$ cat src/rtl/tlb_pkg.sv
package tlb_pkg;
  localparam int unsigned PAGE_OFF_W_DEF = 12;
  localparam int unsigned VADDR_W_DEF    = 32;
  localparam int unsigned PADDR_W_DEF    = 30;

  typedef enum logic [1:0] {
    RES_IDLE  = 2'd0,
    RES_HIT   = 2'd1,
    RES_MISS  = 2'd2,
    RES_WPROT = 2'd3
  } xlate_res_e;
endpackage

$ cat src/rtl/tlb_entry_array.sv
module tlb_entry_array #(
  parameter int unsigned NUM_ENTRIES = 16,
  parameter int unsigned VPN_W       = 20,
  parameter int unsigned PPN_W       = 18,
  localparam int unsigned IDX_W      = $clog2(NUM_ENTRIES)
) (
  input  logic                              clk_i,
  input  logic                              rst_ni,
  input  logic                              flush_i,
  input  logic                              clr_ref_i,
  input  logic                              fill_en_i,
  input  logic [IDX_W-1:0]                  fill_idx_i,
  input  logic [VPN_W-1:0]                  fill_vpn_i,
  input  logic [PPN_W-1:0]                  fill_ppn_i,
  input  logic                              fill_wr_ok_i,
  input  logic                              upd_en_i,
  input  logic [IDX_W-1:0]                  upd_idx_i,
  input  logic                              upd_dirty_i,
  output logic [NUM_ENTRIES-1:0]            valid_o,
  output logic [NUM_ENTRIES-1:0]            dirty_o,
  output logic [NUM_ENTRIES-1:0]            ref_o,
  output logic [NUM_ENTRIES-1:0]            wr_ok_o,
  output logic [NUM_ENTRIES-1:0][VPN_W-1:0] tag_o,
  output logic [NUM_ENTRIES-1:0][PPN_W-1:0] ppn_o
);

  for (genvar e = 0; e < NUM_ENTRIES; e++) begin : g_ent
    logic fill_here, kill_dup, upd_here;

    // flush drops a concurrent fill
    assign fill_here = fill_en_i && !flush_i && (fill_idx_i == IDX_W'(e));
    // a new tag evicts any other copy of itself
    assign kill_dup  = fill_en_i && valid_o[e] && (tag_o[e] == fill_vpn_i) &&
                       (fill_idx_i != IDX_W'(e));
    assign upd_here  = upd_en_i && (upd_idx_i == IDX_W'(e));

    always_ff @(posedge clk_i or negedge rst_ni) begin
      if (!rst_ni) begin
        valid_o[e] <= 1'b0;
        dirty_o[e] <= 1'b0;
        ref_o[e]   <= 1'b0;
        wr_ok_o[e] <= 1'b0;
        tag_o[e]   <= '0;
        ppn_o[e]   <= '0;
      end else begin
        if (flush_i)        valid_o[e] <= 1'b0;
        else if (fill_here) valid_o[e] <= 1'b1;
        else if (kill_dup)  valid_o[e] <= 1'b0;

        if (fill_here) begin
          tag_o[e]   <= fill_vpn_i;
          ppn_o[e]   <= fill_ppn_i;
          wr_ok_o[e] <= fill_wr_ok_i;
        end

        if (fill_here)                     dirty_o[e] <= 1'b0;
        else if (upd_here && upd_dirty_i)  dirty_o[e] <= 1'b1;

        if (fill_here)      ref_o[e] <= 1'b0;
        else if (upd_here)  ref_o[e] <= 1'b1;
        else if (clr_ref_i) ref_o[e] <= 1'b0;
      end
    end
  end

endmodule

$ cat src/rtl/tlb_match.sv
module tlb_match #(
  parameter int unsigned NUM_ENTRIES = 16,
  parameter int unsigned VPN_W       = 20,
  localparam int unsigned IDX_W      = $clog2(NUM_ENTRIES)
) (
  input  logic [NUM_ENTRIES-1:0]            valid_i,
  input  logic [NUM_ENTRIES-1:0][VPN_W-1:0] tag_i,
  input  logic [VPN_W-1:0]                  vpn_i,
  output logic [NUM_ENTRIES-1:0]            hit_vec_o,
  output logic                              any_hit_o,
  output logic [IDX_W-1:0]                  hit_idx_o
);

  for (genvar e = 0; e < NUM_ENTRIES; e++) begin : g_cmp
    assign hit_vec_o[e] = valid_i[e] && (tag_i[e] == vpn_i);
  end

  assign any_hit_o = |hit_vec_o;

  // one-hot by construction of the fill path, so an OR encoder suffices
  always_comb begin
    hit_idx_o = '0;
    for (int i = 0; i < NUM_ENTRIES; i++) begin
      if (hit_vec_o[i]) hit_idx_o = hit_idx_o | IDX_W'(i);
    end
  end

endmodule

$ cat src/rtl/tlb_prot.sv
module tlb_prot
  import tlb_pkg::*;
(
  input  logic       req_valid_i,
  input  logic       req_write_i,
  input  logic       any_hit_i,
  input  logic       sel_wr_ok_i,
  output xlate_res_e res_o,
  output logic       upd_en_o,
  output logic       upd_dirty_o
);

  always_comb begin
    if (!req_valid_i)                      res_o = RES_IDLE;
    else if (!any_hit_i)                   res_o = RES_MISS;
    else if (req_write_i && !sel_wr_ok_i)  res_o = RES_WPROT;
    else                                   res_o = RES_HIT;
  end

  assign upd_en_o    = (res_o == RES_HIT);
  assign upd_dirty_o = (res_o == RES_HIT) && req_write_i;

endmodule

$ cat src/rtl/tlb_xlate.sv
module tlb_xlate
  import tlb_pkg::*;
#(
  parameter int unsigned NUM_ENTRIES = 16,
  parameter int unsigned VADDR_W     = VADDR_W_DEF,
  parameter int unsigned PADDR_W     = PADDR_W_DEF,
  parameter int unsigned PAGE_OFF_W  = PAGE_OFF_W_DEF,
  localparam int unsigned VPN_W      = VADDR_W - PAGE_OFF_W,
  localparam int unsigned PPN_W      = PADDR_W - PAGE_OFF_W,
  localparam int unsigned IDX_W      = $clog2(NUM_ENTRIES)
) (
  input  logic               clk_i,
  input  logic               rst_ni,
  input  logic               req_valid_i,
  input  logic               req_write_i,
  input  logic [VADDR_W-1:0] req_vaddr_i,
  output logic               hit_o,
  output logic [PADDR_W-1:0] paddr_o,
  output logic [IDX_W-1:0]   hit_idx_o,
  output logic               hit_dirty_o,
  output logic               hit_ref_o,
  output logic               miss_exc_o,
  output logic               wprot_exc_o,
  input  logic               fill_valid_i,
  input  logic [IDX_W-1:0]   fill_idx_i,
  input  logic [VPN_W-1:0]   fill_vpn_i,
  input  logic [PPN_W-1:0]   fill_ppn_i,
  input  logic               fill_wr_ok_i,
  input  logic               flush_i,
  input  logic               clr_ref_i
);

  logic [NUM_ENTRIES-1:0]            valid_vec, dirty_vec, ref_vec, wr_ok_vec, hit_vec;
  logic [NUM_ENTRIES-1:0][VPN_W-1:0] tag_arr;
  logic [NUM_ENTRIES-1:0][PPN_W-1:0] ppn_arr;
  logic                              any_hit, upd_en, upd_dirty;
  logic [IDX_W-1:0]                  sel_idx;
  xlate_res_e                        res;

  tlb_entry_array #(
    .NUM_ENTRIES(NUM_ENTRIES), .VPN_W(VPN_W), .PPN_W(PPN_W)
  ) u_array (
    .clk_i       (clk_i),
    .rst_ni      (rst_ni),
    .flush_i     (flush_i),
    .clr_ref_i   (clr_ref_i),
    .fill_en_i   (fill_valid_i),
    .fill_idx_i  (fill_idx_i),
    .fill_vpn_i  (fill_vpn_i),
    .fill_ppn_i  (fill_ppn_i),
    .fill_wr_ok_i(fill_wr_ok_i),
    .upd_en_i    (upd_en),
    .upd_idx_i   (sel_idx),
    .upd_dirty_i (upd_dirty),
    .valid_o     (valid_vec),
    .dirty_o     (dirty_vec),
    .ref_o       (ref_vec),
    .wr_ok_o     (wr_ok_vec),
    .tag_o       (tag_arr),
    .ppn_o       (ppn_arr)
  );

  tlb_match #(.NUM_ENTRIES(NUM_ENTRIES), .VPN_W(VPN_W)) u_match (
    .valid_i  (valid_vec),
    .tag_i    (tag_arr),
    .vpn_i    (req_vaddr_i[VADDR_W-1:PAGE_OFF_W]),
    .hit_vec_o(hit_vec),
    .any_hit_o(any_hit),
    .hit_idx_o(sel_idx)
  );

  tlb_prot u_prot (
    .req_valid_i(req_valid_i),
    .req_write_i(req_write_i),
    .any_hit_i  (any_hit),
    .sel_wr_ok_i(wr_ok_vec[sel_idx]),
    .res_o      (res),
    .upd_en_o   (upd_en),
    .upd_dirty_o(upd_dirty)
  );

  assign hit_o       = (res == RES_HIT);
  assign miss_exc_o  = (res == RES_MISS);
  assign wprot_exc_o = (res == RES_WPROT);
  assign hit_idx_o   = sel_idx;
  assign hit_dirty_o = hit_o && dirty_vec[sel_idx];
  assign hit_ref_o   = hit_o && ref_vec[sel_idx];
  assign paddr_o     = hit_o ? {ppn_arr[sel_idx], req_vaddr_i[PAGE_OFF_W-1:0]} : '0;

endmodule

$ cat config.mk
export PLATFORM = sky130hd
export DESIGN_NAME = tlb_xlate
export DESIGN_NICKNAME = d
export VERILOG_FILES = /design/src/rtl/tlb_pkg.sv /design/src/rtl/tlb_entry_array.sv /design/src/rtl/tlb_match.sv /design/src/rtl/tlb_prot.sv /design/src/rtl/tlb_xlate.sv
export SDC_FILE = /design/constraint.sdc
export NUM_CORES = 2
export LEC_CHECK = 0
export BUFFER_PORTS_ARGS = -buffer_cell sky130_fd_sc_hd__buf_4
export CORE_MARGIN = 3
export CORE_UTILIZATION = 60
export DETAILED_ROUTE_END_ITERATION = 10
export GPL_ROUTABILITY_DRIVEN = 0
export PLACE_DENSITY = 0.78
export SLEW_MARGIN = 15
export SYNTH_ARGS = -nofsm -noshare
export SYNTH_HDL_FRONTEND = slang
export SYNTH_SLANG_ARGS = --single-unit
$ cat constraint.sdc
create_clock -name clk_i -period 9.5 [get_ports clk_i]
set_input_delay 2.85 -clock clk_i [delete_from_list [all_inputs] [get_ports clk_i]]
set_output_delay 2.85 -clock clk_i [all_outputs]
set_load 0.01 [all_outputs]
==> out/metrics.csv <==
stage,metric,value,unit
outcome,status,"finished, final reports clean",
synth,Synth top area share,44.91,%
pwr,Seq pwr share,45.7,%
timing,RSZ-0062 raised after global routing,no,
timing,max frequency,0.1069,GHz
global_route,Overflow after GRT,0,
floorplanning,io pins,121,
route,Antenna Nets Post-Route,0,
placed_design,port bufs,120,
pwr,Final Power,8.480,mW
pwr,Lkg Pwr,18.30,nW
critical_path,"Largest stage delay, worst path",0.68,ns
cells_and_area,fraction of layout cells with a size suffix above 1,20.08,%
synth,Synth Cell Area,37440,µm²
route,via/cell ratio,6.400,
run,Max-Cap Viols,0,
clocking,Num CTS Buffers,73,
cells_and_area,Syn-to-layout area delta,10.17,%
global_route,largest net degree at the start of global routing,159,
critical_path,Setup crit start kind,primary input,
critical_path,CP max-delay cell,or4_4,
floorplanning,Initial Util,61.35,%
pwr,sw frac,29.90,%
pwr,Psw,2.536,mW
clocking,Sink Count,672,
synth,synthesized flop and latch total,672,
timing,post-layout min period,9.353,ns
clocking,root buf cell,clkbuf_16,
synth,"Top FF cell, synth",dfrtp_1,
synth,Area contributors post-synth,"dfrtp_1 (45%), mux2_2 (13%), xnor2_1 (9.8%)",
pwr,Combinational Power Share,19.7,%
pwr,maximum vdd drop,0.1850,mV
timing,Final period util,98.45,%
synth,part of the Yosys area used for sequential elements,44.91,%
cells_and_area,Final nets,3836,
synth,Mapped Avg Cell Area,9.853,µm²
synth,YS warnings,0,
synth,Post-synth ARST share,100.0,%
critical_path,crit end category,output pin,
timing,clk_skew,0.01927,ns
global_route,initial antenna violation count,2,
clocking,Worst-path clk slew,0.06,ns
timing,fin worst setup slack,0.1473,ns
floorplanning,Rows,90,
floorplanning,Die Wd,255.8,µm
timing,"Slew Viols, Final",0,
pwr,Clk network pwr share,34.6,%
floorplanning,die height,255.8,µm
global_route,vias in the first global route,29178,
timing,Slew HR,15.93,%
clocking,Clock Path Buffers,3,
clocking,Max H-tree Level,3,
critical_path,crit-path most repeated cell,buf_4,
synth,Synth Net Count,3882,
synth,Cells after Synth,3800,
route,DR pass1 iterations,8,
synth,"area leader, netlist",dfrtp_1,
clocking,Skew-Pair Late Insertion Delay,0.63,ns
timing,worst-margin pin slew,1.258,ns
global_route,first-pass GRT wire length,175.2,mm
global_route,GRT Util Overall,34.66,%
synth,Post-synth EDFFs,0,
route,residual DRC count,0,
floorplanning,area of the core,61030,µm²
critical_path,Worst Path Max Fanout,14,
timing,final setup violation count,0,
route,DR iter-0 viols,3365,
synth,Unique masters post-synth,62,
route,WL final,114.5,mm
critical_path,critical path arrival,6.50,ns
floorplanning,full die area,65440,µm²
route,routed via count,29681,
critical_path,Setup Crit Path Kind,primary input to output pin,
pwr,PwrDens,205.6,nW/µm²
route,wire length per cell,24.69,µm
timing,final hold vios,0,
placed_design,DP HPWL,68.08,mm
clocking,CTS tree,built,
placed_design,pre-CTS WS,0.3238,ns
pwr,P_int,5.944,mW
critical_path,crit-path cells,"buf_4, xor2_1, buf_4, nor4_1, and3_1, a22oi_1, nand3_1, nand4b_1, or4_4, and2_4, a31o_2, buf_4, nor3_1, buf_4",
min_path,Worst Hold Class,register to register,
timing,TNS Setup,0,ns
critical_path,Crit path required time,6.65,ns
worst max-delay path, delay by kind of cell:
kind | cells | cell delay, ns
simple gates | 7 | 2.03
buf+inv | 4 | 0.83
compound gates | 2 | 0.56
xor+xnor | 1 | 0.19
repair_timing:
action	4_1_cts	5_1_grt
hold buffers	0	0
buffers inserted	0	0
endpoints found under the hold margin	0	0
setup endpoints to repair	0	15
gates resized for setup	0	1
cell families (layout without fill, tap and decap cells):
kind of cell	Yosys count	in the layout	synth area share [%]
and+or+nand+nor	1460	1460	17.62
DFF	672	672	44.91
xor gates and xnor gates	647	647	15.13
muxes	519	519	15.31
buffers and inverters	325	334	3.659
AOI/OAI and AO/OA	177	177	3.358
other	0	1	0
sequential cells by signal, summed over array words and instances (netlist names):
register         flops
u_array.dirty_o     16
u_array.ppn_o      288
u_array.ref_o       16
u_array.tag_o      320
u_array.valid_o     16
u_array.wr_ok_o     16
cells in the mapped netlist, drive strengths merged (8+ instances only):
master	number
a22oi	8
and3	10
inv	26
nor3	64
buf	75
and2	8
mux2	431
nand3	41
nor4	97
nor3b	13
xnor2	417
dfrtp	672
nand4	158
o21ai	26
or4	12
clkbuf	223
nand4b	9
a211oi	81
xor2	230
nand2	898
a21oi	22
mux2i	88
o31ai	9
nor2	112
stage by stage:
stage / cells / cell area [µm²] / util [%] / hold WS [ns]
after floorplan: 3800 / 37440 / - / 0.4407
after global placement: 4507 / 38800 / 63.57 / 0.4526
after detailed placement: 4507 / 38800 / 63.57 / 0.4585
after CTS: 4637 / 41240 / 67.57 / 0.4731
after global routing: 4638 / 41250 / 67.58 / 0.4883
final: 4638 / 41250 / 67.58 / 0.4707
power groups by stage:
stage / combinational [mW] / sequential, mW / clock [mW]
floorplan: 1.29 / 3.74 / 0
global placement: 1.57 / 3.88 / 0
detailed placement: 1.63 / 3.89 / 0
CTS: 1.65 / 3.85 / 2.95
global route: 1.84 / 3.92 / 3.07
finish: 1.67 / 3.88 / 2.93
final timing paths:
path	startpoint	endpoint	slack, ns	cells past startpoint
worst max-delay path	req_vaddr_i[13]	paddr_o[27]	0.15	14
worst max register to register	u_array.tag_o[309]	u_array.ref_o[15]	5.46	12
worst min-delay path	u_array.ppn_o[160]	u_array.ppn_o[160]	0.47	2
max in group asynchronous	rst_ni	u_array.ppn_o[131]	5.74	2
worst min register to register	u_array.ppn_o[160]	u_array.ppn_o[160]	0.47	2
min in group asynchronous	rst_ni	u_array.tag_o[31]	2.28	1
cells in the final DEF, fill, tap and decap left out, types with 9 or more instances in the layout:
cell type,instances
nor3_1,61
nor3b_1,11
a211oi_1,81
nand2_2,13
nand4_1,158
clkbuf_16,74
nand2_1,884
nand4b_1,9
or4_1,11
mux2_2,431
nor4_1,97
mux2i_1,88
xor2_1,230
o21ai_0,26
clkbuf_1,16
clkinv_2,12
nor2_1,103
nand3_1,41
dfrtp_1,672
clkbuf_8,15
a21oi_1,22
inv_1,26
xnor2_1,417
buf_12,11
and3_1,9
buf_4,165
routing by layer:
| layer | up-vias | share of wire (%) | track usage, % |
|---|---|---|---|
| li1 | 12752 | - | - |
| met1 | 14707 | 39 | 47.09 |
| met2 | 1769 | 44 | 51.87 |
| met3 | 451 | 11 | 8.123 |
| met4 | 2 | 5.8 | 18.53 |
| met5 | - | 0.011 | 0 |
area by class of cell:
type,instances,area [µm²]
Antenna cell,1,2.502
Clock buffer,105,2118
Clock inverter,25,326.6
Fill cell,4634,19790
Inverter,27,101.3
Multi-Input combinational cell,2803,19370
Sequential cell,672,16820
Tap cell,828,1036
Timing Repair Buffer,177,1474
Power figures use the tool's default switching activity.
